$ cat config.mk
export PLATFORM = sky130hd
export DESIGN_NAME = clklock_top
export DESIGN_NICKNAME = d
export VERILOG_FILES = /design/src/rtl/clklock_pkg.sv /design/src/rtl/clklock_ctrl.sv /design/src/rtl/clklock_regs.sv /design/src/rtl/clklock_top.sv
export SDC_FILE = /design/constraint.sdc
export NUM_CORES = 1
export LEC_CHECK = 0
export CAP_MARGIN = 10
export CORE_ASPECT_RATIO = 0.6
export CORE_MARGIN = 4
export CORE_UTILIZATION = 50
export CTS_CLUSTER_DIAMETER = 120
export DETAILED_ROUTE_END_ITERATION = 16
export GPL_ROUTABILITY_DRIVEN = 0
export PLACE_DENSITY = 0.71
export SLEW_MARGIN = 40
export SYNTH_ARGS = -nofsm -noshare
export SYNTH_HDL_FRONTEND = slang
export SYNTH_SLANG_ARGS = --single-unit
$ cat constraint.sdc
create_clock -name clk -period 1.4 [get_ports clk]
set_input_delay 0.28 -clock clk [delete_from_list [all_inputs] [get_ports clk]]
set_output_delay 0.28 -clock clk [all_outputs]
set_load 0.02 [all_outputs]
$ cat src/rtl/clklock_pkg.sv
package clklock_pkg;
  parameter int DATA_W   = 8;
  parameter int ADDR_W   = 3;
  parameter int NUM_REGS = 6;

  localparam int IDX_CTLA = 0;
  localparam int IDX_CTLB = 1;
  localparam int IDX_CTLC = 2;
  localparam int IDX_PLL  = 3;
  localparam int IDX_PWR  = 4;
  localparam int IDX_PROT = 5;

  localparam int MAIN_STOP_BIT = 0;
  localparam int SRC_SEL_BIT   = 1;
  localparam int LOCK_BIT      = 0;
  localparam int PROT_EN_BIT   = 0;

  // Bits frozen while the clock lock is set
  localparam logic [DATA_W-1:0] FROZEN_CTLA = DATA_W'(8'h07);
  localparam logic [DATA_W-1:0] FROZEN_CTLB = DATA_W'(8'h03);
  localparam logic [DATA_W-1:0] FROZEN_CTLC = DATA_W'(8'h01);
  localparam logic [DATA_W-1:0] FROZEN_PLL  = {DATA_W{1'b1}};
  localparam logic [DATA_W-1:0] PROT_IMPL   = DATA_W'(1) << PROT_EN_BIT;
  localparam logic [DATA_W-1:0] LOCK_ONEHOT = DATA_W'(1) << LOCK_BIT;

  typedef struct packed {
    logic [NUM_REGS-1:0] wrSel;
    logic [DATA_W-1:0]   bitMask;
    logic                setLock;
  } wrStrobe_t;
endpackage

$ cat src/rtl/clklock_ctrl.sv
module clklock_ctrl
  import clklock_pkg::*;
(
  input  logic              we,
  input  logic [ADDR_W-1:0] addr,
  input  logic [DATA_W-1:0] wrData,
  input  logic              lockQ,
  input  logic              protEn,
  input  logic              mainStop,
  input  logic              srcSel,
  output wrStrobe_t         strobe
);
  logic [DATA_W-1:0] maskTable [NUM_REGS];

  always_comb begin
    maskTable[IDX_CTLA] = lockQ ? ~FROZEN_CTLA : '1;
    maskTable[IDX_CTLB] = lockQ ? ~FROZEN_CTLB : '1;
    maskTable[IDX_CTLC] = lockQ ? ~FROZEN_CTLC : '1;
    maskTable[IDX_PLL]  = lockQ ? ~FROZEN_PLL  : '1;
    maskTable[IDX_PWR]  = protEn ? ~LOCK_ONEHOT : '0;
    maskTable[IDX_PROT] = PROT_IMPL;
  end

  always_comb begin
    strobe = '0;
    for (int i = 0; i < NUM_REGS; i++) begin
      if (addr == ADDR_W'(i)) begin
        strobe.wrSel[i] = we;
        strobe.bitMask  = maskTable[i];
      end
    end
    // arming needs the protect gate open and the main clock running and selected
    strobe.setLock = we && (addr == ADDR_W'(IDX_PWR)) && protEn &&
                     wrData[LOCK_BIT] && !mainStop && !srcSel;
  end
endmodule

$ cat src/rtl/clklock_regs.sv
module clklock_regs
  import clklock_pkg::*;
(
  input  logic              clk,
  input  logic              rstN,
  input  wrStrobe_t         strobe,
  input  logic [ADDR_W-1:0] addr,
  input  logic [DATA_W-1:0] wrData,
  input  logic              waitReq,
  output logic [DATA_W-1:0] rdData,
  output logic              waitGate,
  output logic              waitErr,
  output logic              lockQ,
  output logic              protEn,
  output logic              mainStop,
  output logic              srcSel,
  output logic [DATA_W-1:0] ctlaView,
  output logic [DATA_W-1:0] ctlbView,
  output logic [DATA_W-1:0] ctlcView,
  output logic [DATA_W-1:0] pllView,
  output logic [DATA_W-1:0] pwrView
);
  logic [DATA_W-1:0] regQ [NUM_REGS];
  logic [DATA_W-1:0] readView [NUM_REGS];

  always_ff @(posedge clk or negedge rstN) begin
    if (!rstN) begin
      for (int i = 0; i < NUM_REGS; i++) regQ[i] <= '0;
    end else begin
      for (int i = 0; i < NUM_REGS; i++) begin
        if (strobe.wrSel[i])
          regQ[i] <= (regQ[i] & ~strobe.bitMask) | (wrData & strobe.bitMask);
      end
    end
  end

  // sticky lock, only reset clears it
  always_ff @(posedge clk or negedge rstN) begin
    if (!rstN)               lockQ <= 1'b0;
    else if (strobe.setLock) lockQ <= 1'b1;
  end

  always_comb begin
    for (int i = 0; i < NUM_REGS; i++) readView[i] = regQ[i];
    readView[IDX_PWR] = (regQ[IDX_PWR] & ~LOCK_ONEHOT) | (lockQ ? LOCK_ONEHOT : '0);
  end

  always_comb begin
    rdData = '0;
    for (int i = 0; i < NUM_REGS; i++)
      if (addr == ADDR_W'(i)) rdData = readView[i];
  end

  assign protEn   = regQ[IDX_PROT][PROT_EN_BIT];
  assign mainStop = regQ[IDX_CTLA][MAIN_STOP_BIT];
  assign srcSel   = regQ[IDX_CTLA][SRC_SEL_BIT];
  assign ctlaView = regQ[IDX_CTLA];
  assign ctlbView = regQ[IDX_CTLB];
  assign ctlcView = regQ[IDX_CTLC];
  assign pllView  = regQ[IDX_PLL];
  assign pwrView  = readView[IDX_PWR];

  // wait filter
  assign waitGate = waitReq & ~lockQ;
  assign waitErr  = waitReq & lockQ;
endmodule

$ cat src/rtl/clklock_top.sv
module clklock_top
  import clklock_pkg::*;
(
  input  logic              clk,
  input  logic              rstN,
  input  logic              we,
  input  logic [ADDR_W-1:0] addr,
  input  logic [DATA_W-1:0] wrData,
  output logic [DATA_W-1:0] rdData,
  input  logic              waitReq,
  output logic              waitGate,
  output logic              waitErr
);
  wrStrobe_t         strobe;
  logic              lockQ, protEn, mainStop, srcSel;
  logic [DATA_W-1:0] ctlaView, ctlbView, ctlcView, pllView, pwrView;

  clklock_ctrl uCtrl (
    .we(we), .addr(addr), .wrData(wrData), .lockQ(lockQ), .protEn(protEn),
    .mainStop(mainStop), .srcSel(srcSel), .strobe(strobe)
  );

  clklock_regs uRegs (
    .clk(clk), .rstN(rstN), .strobe(strobe), .addr(addr), .wrData(wrData),
    .waitReq(waitReq), .rdData(rdData), .waitGate(waitGate), .waitErr(waitErr),
    .lockQ(lockQ), .protEn(protEn), .mainStop(mainStop), .srcSel(srcSel),
    .ctlaView(ctlaView), .ctlbView(ctlbView), .ctlcView(ctlcView),
    .pllView(pllView), .pwrView(pwrView)
  );
endmodule

-- Yosys cells after proc, flatten, opt, wreduce, memory -nomap -nowiden
Index checks and enable logic that the tools add are counted.
- bits in registers: 49
- input bits: 15
- output and inout port bits: 10
- word-level logic and storage cells: 61
- equal/unequal tests: 5
- muxes and demuxes: 23
- bitwise logic cells: 18
- reductions and logical operators: 8
- operators with widths (operator ; number):
    two-way mux 8 bit ; 13
    bitwise AND 8 bit ; 7
    OR 8 bit ; 7
    two-way mux 9 bit ; 1
    NOT 8 bit ; 1
    two-way mux 1 bit ; 7
    equality test 3 x 2 -> 1 bit, second input constant ; 2
    equality test 3 bit, second input constant ; 2
    logical AND 1 bit ; 5
    equality test 3 x 1 -> 1 bit, second input constant ; 1
    logical NOT 3 bit ; 1
    two-way mux 3 bit ; 1
    bitwise AND 1 bit ; 2
    logical NOT 1 bit ; 2
    two-way mux 2 bit ; 1
    NOT 1 bit ; 1

-- Depth between registers and ports, before layout
Gate-level depths: netlist (run 1).
- depth after elaboration: 10
- depth in mapped cells: 5
- gate-level depth less buffers: 3

-- By module
From an unflattened synthesis (run 1), not the netlist that was laid out.
- cells, all modules: 265
- area total of the unflattened synthesis: 2896.5 µm²
- modules (own cells, without submodules) (module ; instances ; cells each ; area an instance (µm²) ; seq. area each (µm²)):
    clklock_regs ; 1 ; 237 ; 2702.6 ; 1201.2
    clklock_ctrl ; 1 ; 28 ; 193.9 ; 0.0

-- Worst setup path after synthesis (run 1)
OpenSTA, ideal clock, no wires.
- path type: input to output
- start: in addr[0]
- end: out rdData[0]
- data arrival time: 1.364 ns
- required time: 1.120 ns
- slack: -0.244 ns
- stages on the path: 4
- path buffers: 2
- cell sequence: buf_4 > buf_4 > mux2i_1 > a221oi_1
- longest elaborated chain between the ends: 7
- elaborated cells on any way between the ends: 12
- ends and longest elaborated chain (item ; line ; text):
    from (decl) ; clklock_top.sv:7 ; input logic [ADDR_W-1:0] addr,
    logical NOT 3 bit ; clklock_regs.sv:51 ; if (addr == ADDR_W'(i)) rdData = readView[i];
    two-way mux 8 bit (5 in a row) ; clklock_regs.sv:51 ;
    two-way mux 8 bit (*) ; clklock_regs.sv:51 ;
    to (decl) ; clklock_top.sv:9 ; output logic [DATA_W-1:0] rdData,
Mark *: on every way between the ends. The rest lies on a longest branch, timed or not.

==> reports/qor.yml, run 1 <==
layout:
  instances_no_fill: 275
  synthToLayoutAreaGrowth_pct: 33.60
  final_util_pct: 72.43
  n_antenna_cell: 0
  stdcell_area_mm2: 0.003099
  drive_above_1_share_pct: 54.88
  nets: 229
timing:
  skew_ns: 0.005550
  fin_ws_ns: -0.1708
  min_period_ns: 1.571
  hold_viol_final: 0
  setup_violations: 8
  whs_ns: 0.3820
  rsz0062_at_grt: "true"
  fin_crit_sh_pct: 112.2
  setup_tns_ns: -1.194
  slew_viol_final: 0
  maxSlewHeadroom_pct: 70.16
  max_freq_mhz: 636.6
  tightest_slew_ns: 0.4476
cts:
  clockRootBuffer: "clkbuf_8"
  cts_tree: "yes"
  cts_buffers: 5
  clock_latency_ns: 0.29
  cts-htree-levels: 2
  ctsLongestPathBuffers: 2
  clk_pin_slew_worst_paths_ns: 0.09
  cts_sinks: 48
power_and_ir_drop:
  internal_power_mw: 2.727
  p_sw_mw: 1.080
  leakagePower_nw: 1.425
  p_total_mw: 3.807
  cellPowerDensity_mw_per_mm2: 1228
  irDropWorstVdd_mv: 0.9181
  p_clk_share_pct: 22.1
  seq_power_share_pct: 48.0
  swShare_pct: 28.38
  p_comb_share_pct: 29.9
routing:
  antenna_left: 0
  route.detailed.drc: 0
  wirelength_um: 5480
  drt_iter0_drc: 51
  routed_via_density: 5.462
  via_count: 1502
  wire_per_inst_um: 19.93
  firstDrtPassIters: 4
global_routing:
  grt_remaining_overflow: 0
  grt_first_pass_wirelength_um: 9045
  antenna_found_initial: 0
  grt.total_usage_pct: 21.58
  grt_max_degree: 21
  grt_pass1_vias: 1635
min_path:
  hp-class: "flip-flop to flip-flop"
synth:
  syn_area_per_cell_um2: 14.50
  yosysMostFrequentCell: "dfrtp_1"
  yosys.area.top_type_share_pct: 51.78
  seq_area_frac_synth_pct: 51.78
  synth_area_mm2: 0.002320
  yosys_warnings: 0
  ys_types: 24
  yosys_register_bits: 48
  async_flop_share_pct: 100.0
  synth_nets: 175
  synth_top_area_cell: "dfrtp_1"
  syn-instance-count: 160
  synthTopCellsByCount: "dfrtp_1, mux2_2, mux2i_1"
  synth_top_flop_cell: "dfrtp_1"
  synth_edf_count: 0
  synth_area_leaders: "dfrtp_1, mux2_2, mux2i_1, mux2_4, o21a_1"
outcome:
  outcome: "finished, violations left"
  violations: "setup timing"
setup_path:
  r2r_cells: 4
  reg2reg_from: "uRegs.lockQ$_DFFE_PN0P_"
  worstSetupPathType: "flip-flop to output pin"
  critPathCaptureType: "output pin"
  cp.required_ns: 1.12
  worstPathMaxFanout: 2
  cp.arrival_ns: 1.29
  critPathLaunchType: "flip-flop"
  endpoint: "rdData[4]"
  r2r_slack_ns: 0.02
die:
  num_rows: 18
  dieArea_mm2: 0.005829
  io_pins: 25
  start_util_pct: 54.21
  core_area_mm2: 0.004279
  die_h_um: 60.76
  die_w_um: 95.94
placement:
  placedCellCount: 257
  dp_slack_ns: -1.055
  port_buffers: 24
  dpl_cell_area_mm2: 0.002848
  hpwl_um: 3726
job:
  maxCapViolCount: 0
placed cells by master (no fill, tap or decap):
| cell type | instances |
|---|---|
| a221oi_2 | 5 |
| a221oi_4 | 3 |
| a31o_2 | 1 |
| and2_4 | 1 |
| and3_4 | 1 |
| and4bb_1 | 1 |
| and4bb_2 | 1 |
| buf_12 | 4 |
| buf_2 | 3 |
| buf_4 | 30 |
| buf_6 | 14 |
| clkbuf_8 | 6 |
| clkdlybuf4s15_2 | 1 |
| clkdlybuf4s50_1 | 9 |
| clkinv_2 | 2 |
| dfrtp_1 | 48 |
| dlygate4sd2_1 | 1 |
| dlygate4sd3_1 | 1 |
| mux2_1 | 1 |
| mux2_2 | 29 |
| mux2_4 | 10 |
| mux2i_1 | 24 |
| nand2_1 | 1 |
| nand4_4 | 1 |
| nand4b_1 | 1 |
| nor2_1 | 1 |
| nor2_4 | 2 |
| nor2b_1 | 1 |
| nor2b_4 | 2 |
| nor3b_4 | 1 |
| nor4b_4 | 1 |
| o21a_1 | 8 |
layer usage:
layer / GRT usage (%) / share of wire [%]
met1: 32.20 / 51
met2: 32.61 / 45
met3: 4.833 / 3.9
met4: 4.251 / 0.69
met5: 0 / 0
timing repair:
item / CTS / global route
buffers inserted: 4 / 3
hold buffers: 1 / 0
pin swaps: 6 / 1
setup endpoints to repair: 50 / 31
endpoints found under the hold margin: 16 / 0
cloned: 3 / 0
resized for setup: 79 / 8
cell families (layout without fill, tap and decap cells):
family / after synthesis / in the layout / synth area share [%]
simple gates: 15 / 15 / 5.879
compound gates: 17 / 17 / 6.796
flops: 48 / 48 / 51.78
buf+inv: 16 / 71 / 4.315
mux: 64 / 64 / 31.23
worst max-delay path, stage by stage, from the launching register on:
cell	delay [ns]
dfrtp_1	0.37
mux2i_1	0.08
o21a_1	0.20
a221oi_4	0.20
buf_6	0.15
worst min path at each step:
stage	endpoint	slack, ns	cells past startpoint
floorplan	async pin	-0.02	0
finish	flip-flop	0.38	0
global placement	async pin	0.25	1
detailed placement	async pin	0.25	1
global route	flip-flop	0.39	0
CTS	flip-flop	0.39	0
cell type report:
class / count / area [um^2]
well taps: 60 / 75.07
flip-flops and latches: 48 / 1201
repair buffers: 63 / 598.1
clock buffers: 6 / 82.58
clock inverters: 2 / 10.01
fillers: 289 / 1180
multi-input cells: 96 / 1132
power by group through the flow:
stage          clock, mW  combinational, mW  sequential (mW)
2_1_floorplan          0              0.671             1.81
3_3_place_gp           0              0.987             1.82
3_5_place_dp           0               1.03             1.85
4_1_cts            0.867               1.09             1.82
5_1_grt            0.934               1.22             1.86
6_report           0.841               1.14             1.83
Note: power is estimated with default switching activity, not from simulation.
==> run 2: changes to the inputs <==
TNS_END_PERCENT = 10   (was default)
==> run 2 against run 1 <==
  * The flow still finishes with violations (setup timing)
  * Count of clock-buffer cells in the layout increased by 1
  * Non-clock buffer count decreased by 2
  * Global-route usage decreased by 1.3 points
  * Clock skew decreased by 0.0020 ns
  * Via count decreased by 2.5%
  * Setup slack got worse by 0.013 ns
  * Combinational power decreased by 4%
  * Critical endpoint is now rdData[6]
  * Largest power group unchanged
==> reports/qor.yml, run 2 (synthesis results as in run 1) <==
outcome:
  outcome: "finished, violations left"
  violations: "setup timing"
cts:
  cts-htree-levels: 2  # unchanged
  cts_buffers: 5  # unchanged
  cts_sinks: 48  # unchanged
  ctsLongestPathBuffers: 2  # unchanged
  clockRootBuffer: "clkbuf_8"
  cts_tree: "yes"
  clock_latency_ns: 0.30  # about the same
  clk_pin_slew_worst_paths_ns: 0.09  # about the same
routing:
  antenna_left: 0  # unchanged
  wire_per_inst_um: 18.56  # -6.9%
  routed_via_density: 5.366  # -1.7%
  drt_iter0_drc: 45  # -12%
  wirelength_um: 5066  # -7.6%
  via_count: 1465  # -2.5%
  route.detailed.drc: 0  # unchanged
  firstDrtPassIters: 4  # unchanged
timing:
  skew_ns: 0.003507  # -0.002042 ns
  hold_viol_final: 0  # unchanged
  slew_viol_final: 0  # unchanged
  fin_crit_sh_pct: 113.1  # +0.91 points
  max_freq_mhz: 631.5  # -0.80%
  min_period_ns: 1.584  # +0.01272 ns
  tightest_slew_ns: 0.2802  # -0.1674 ns
  fin_ws_ns: -0.1835  # -0.01272 ns
  rsz0062_at_grt: "true"
  setup_violations: 19  # +11
  maxSlewHeadroom_pct: 80.78  # +11 points
placement:
  port_buffers: 24  # unchanged
  dp_slack_ns: -1.004  # +0.05177 ns
  dpl_cell_area_mm2: 0.002860  # +0.44%
  hpwl_um: 3531  # -5.2%
layout:
  drive_above_1_share_pct: 52.58  # -2.3 points
  num-fill-cells: 302  # +4.5%
  stdcell_area_mm2: 0.003069  # -0.97%
  nets: 227  # -0.87%
  mostFrequentLayoutCells: "dfrtp_1, buf_4, mux2_2, mux2i_1"
  final_common_cell: "dfrtp_1"
  synthToLayoutAreaGrowth_pct: 32.31
  n_antenna_cell: 0  # unchanged
setup_path:
  cp.arrival_ns: 1.30  # about the same
  critPathCaptureType: "output pin"
  cpLargestDelayFamily: "compound AO/OA/AOI/OAI gates"
  max_stage_delay_ns: 0.37  # about the same
  cp_cell_sequence: "mux2i_1 -> o21a_1 -> a221oi_4 -> buf_6"
  slowest_stage: "dfrtp_1"
  critPathLaunchType: "flip-flop"
  crit_buf_inv: 1  # unchanged
  cp.required_ns: 1.12  # about the same
  worstPathMaxFanout: 2  # unchanged
  worstSetupPathType: "flip-flop to output pin"
min_path:
  hp-class: "flip-flop to flip-flop"
power_and_ir_drop:
  irDropWorstVdd_mv: 0.8003  # -13%
  leakagePower_nw: 1.398  # -1.9%
  cellPowerDensity_mw_per_mm2: 1232  # +0.29%
global_routing:
  grt_busiest_layer: "met2"
  grt_first_pass_wirelength_um: 8583  # -5.1%
  use_met3_pct: 4.089  # -0.74 points
  grt_remaining_overflow: 0  # unchanged
  antenna_found_initial: 0  # unchanged
  grt_max_degree: 49  # +130%
  globalRouteMet1Util_pct: 27.09  # -5.1 points
  grt.met2_usage_pct: 33.40  # +0.79 points
  grt_pass1_vias: 1715  # +4.9%
  grt.total_usage_pct: 20.30  # -1.3 points
die:
  core_area_mm2: 0.004279  # unchanged
  die_h_um: 60.76  # unchanged
  dieArea_mm2: 0.005829  # unchanged
  die_w_um: 95.94  # unchanged
  start_util_pct: 54.21  # unchanged
  num_rows: 18  # unchanged
  io_pins: 25  # unchanged
job:
  maxCapViolCount: 0  # unchanged
## run 2: cell type report
class                   instances  area, um^2  share of cell area (%)
multi-input cells              96        1112                   36.24
clock buffers                   7       86.33                   2.813
clock inverters                 1       7.507                  0.2446
flip-flops and latches         48        1201                   39.14
repair buffers                 61       586.8                   19.12
well taps                      60       75.07                   2.446
## run 2: where the power goes
group          internal (mW)  switching, mW
Clock                  0.402          0.454
Sequential              1.67          0.153
Combinational          0.644          0.457
## run 2: stage by stage
stage	utilization (%)	total power [mW]	TNS, ns	instances	hold slack, ns
6_report	71.73	3.781	-1.287	273	0.3862
5_1_grt	71.73	4.009	-2.470	273	0.4028
4_1_cts	70.91	3.788	-2.002	272	0.3880
3_5_place_dp	66.84	2.901	-35.85	257	0.2830
3_3_place_gp	66.84	2.834	-34.88	257	0.2758
2_1_floorplan	-	2.479	-0.1109	160	-0.01559
## run 2: final timing paths
check                                             start   endpoint  slack [ns]  depth (start not counted)
min in group asynchronous                          rstN  async pin        0.49                          3
max in group asynchronous                          rstN  async pin        0.68                          3
worst max register to register  uRegs.lockQ$_DFFE_PN0P_  flip-flop       -0.01                          4
worst min register to register                flip-flop  flip-flop        0.39                          0
worst min-delay path                          flip-flop  flip-flop        0.39                          0
worst max-delay path                          flip-flop  rdData[6]       -0.18                          4
## run 2: what timing repair did
item                                   in CTS  in global routing
setup endpoints to repair                  50                 35
endpoints found under the hold margin      48                  0
gates resized for setup                    66                  9
cloned                                      0                  0
buffers inserted                            6                  1
hold buffers                                1                  0
pin swaps                                   2                  1
## run 2: metal layers
| layer | routed length, um | share of wire [%] |
|---|---|---|
| met3 | 136 | 2.7 |
| met5 | 0 | 0 |
| met1 | 2409 | 48 |
| met2 | 2458 | 49 |
| met4 | 63 | 1.2 |
==> run 3: changes to the inputs <==
GPL_TIMING_DRIVEN = 0   (was default)
HOLD_SLACK_MARGIN = 0.02   (was default)
SETUP_SLACK_MARGIN = 0.15   (was default)
==> run 3 against run 2 <==
  * The run still ends with setup timing left
  * Hold slack lost 0.025 ns
  * Global-route usage increased by 1.4 points
  * Die area unchanged
  * Non-clock buffer count shrank 4
  * Final cell count down 1.5%
  * Combinational power about the same
  * Critical path depth unchanged
  * Critical endpoint is now rdData[0]
==> reports/qor.yml, run 3 (synthesis results as in run 1) <==
global_routing:
  antenna_found_initial: 0  # unchanged
  grt_first_pass_wirelength_um: 9039  # +5.3%
  grt_remaining_overflow: 0  # unchanged
  grt_max_degree: 35  # -29%
  grt.total_usage_pct: 21.75  # +1.4 points
  grt_pass1_vias: 1703  # -0.70%
routing:
  drt-met1-wl_um: 2600  # +7.9%
  route.top_layer_used: "met4"
  antenna_left: 0  # unchanged
  wl_met3_um: 170  # +25%
  wirelength_um: 5558  # +9.7%
  routed_via_density: 5.520  # +2.9%
  drt_iter0_drc: 64  # +42%
  wl_met2_um: 2665  # +8.4%
  route.detailed.drc: 0  # unchanged
  via_count: 1485  # +1.4%
  firstDrtPassIters: 4  # unchanged
  wire_per_inst_um: 20.66  # +11%
cts:
  cts_tree: "yes"
  clk_pin_slew_worst_paths_ns: 0.10  # about the same
  cts-htree-levels: 2  # unchanged
  cts_sinks: 48  # unchanged
  ctsLongestPathBuffers: 2  # unchanged
  cts_buffers: 5  # unchanged
  clockRootBuffer: "clkbuf_8"
  clock_latency_ns: 0.31  # about the same
timing:
  slew_viol_final: 0  # unchanged
  skew_ns: 0.01303  # +0.009519 ns
  fin_ws_ns: -0.2222  # -0.03868 ns
  setup_violations: 18  # -1
  setup_tns_ns: -1.762  # -0.4756 ns
  fin_crit_sh_pct: 115.9  # +2.8 points
  min_period_ns: 1.622  # +0.03868 ns
  maxSlewHeadroom_pct: 57.61  # -23 points
  tightest_slew_ns: 0.6331  # +0.3529 ns
  whs_ns: 0.3612  # -0.02503 ns
  hold_viol_final: 0  # unchanged
  max_freq_mhz: 616.4  # -2.4%
  rsz0062_at_grt: "true"
setup_path:
  cp.arrival_ns: 1.34  # +0.04 ns
  critPathLaunchType: "flip-flop"
  worstPathMaxFanout: 5  # +3
  critPathCaptureType: "output pin"
  crit_start: "uRegs.lockQ$_DFFE_PN0P_"
  reg2reg_from: "uRegs.lockQ$_DFFE_PN0P_"
  worstSetupPathType: "flip-flop to output pin"
  cp.required_ns: 1.12  # about the same
power_and_ir_drop:
  p_total_mw: 4.021  # +6.4%
  irDropWorstVdd_mv: 0.6782  # -15%
  leakagePower_nw: 1.399  # about the same
  cellPowerDensity_mw_per_mm2: 1298  # +5.4%
layout:
  nets: 223  # -1.8%
  synthToLayoutAreaGrowth_pct: 33.55
  final_common_cell: "dfrtp_1"
  multiInputGateArea_mm2: 0.001144  # +2.8%
  seq_area_mm2: 0.001202  # +0.10%
  drive_above_1_share_pct: 50.24  # -2.3 points
  mostFrequentLayoutCells: "dfrtp_1, mux2_2, mux2i_1, buf_4, mux2_4"
  num-fill-cells: 286  # -5.3%
  n_antenna_cell: 0  # unchanged
placement:
  hpwl_um: 3495  # -1.0%
  dp_slack_ns: -1.211  # -0.2071 ns
  port_buffers: 24  # unchanged
die:
  core_area_mm2: 0.004279  # unchanged
  num_rows: 18  # unchanged
  die_w_um: 95.94  # unchanged
  io_pins: 25  # unchanged
  dieArea_mm2: 0.005829  # unchanged
  start_util_pct: 54.21  # unchanged
  die_h_um: 60.76  # unchanged
job:
  maxCapViolCount: 0  # unchanged
outcome:
  violations: "setup timing"
  outcome: "finished, violations left"
min_path:
  hp-class: "input pin to async pin"
[run 3: changes by cell type in the layout (fill, tap and decap cells not counted), sizes merged]
| cell | delta |
|---|---|
| dlygate4sd2 | -1 |
| clkinvlp | -1 |
| buf | -9 |
| clkbuf | +6 |
| bufinv | +1 |
| clkdlybuf4s15 | -1 |
| clkinv | +1 |
[run 3: final timing paths]
kind	slack, ns	to	depth (start not counted)
worst min-delay path	0.36	async pin	2
min in group clk	0.41	flip-flop	3
max in group asynchronous	0.59	async pin	3
worst min register to register	0.47	flip-flop	1
worst max register to register	0.02	flip-flop	3
worst max-delay path	-0.22	rdData[0]	4
[run 3: where the power goes]
group | switching (mW) | internal (mW)
Combinational | 0.454 | 0.643
Sequential | 0.177 | 1.67
Clock | 0.491 | 0.585
Total | 1.12 | 2.90
[run 3: critical path, cell delays in order, from the launching register on]
cell and delay (ns):
dfrtp_2 0.43, mux2i_1 0.09, o21a_1 0.18, a221oi_2 0.16, buf_4 0.17
[run 3: through the flow]
stage	area (um^2)	util, %	instances
final	3098	72.40	269
after global routing	3098	72.40	269
after CTS	3062	71.55	267
after detailed placement	2748	64.21	245
after global placement	2730	63.80	244
after floorplan	2415	-	160
[run 3: layer usage]
metal / global-route usage (%) / up-vias
met5: 0 / -
met4: 9.109 / 0
met3: 3.965 / 11
met2: 36.56 / 21
met1: 28.23 / 765
li1: - / 688
[run 3: timing repair]
item	in CTS	in global routing
gates cloned	1	0
pin swaps	6	3
hold buffers	1	0
hold endpoints to repair	14	0
endpoints found under the setup margin	51	36
setup buffers	12	2
gates resized for setup	95	9
[run 3: area by class of cell]
cell class              instances  share of cell area (%)
plain buffers                  16                   5.170
clock buffers                   6                   2.666
clock inverters                 2                   1.252
multi-input cells              96                   36.91
flip-flops and latches         48                   38.81
well taps                      60                   2.423
repair buffers                 41                   12.76
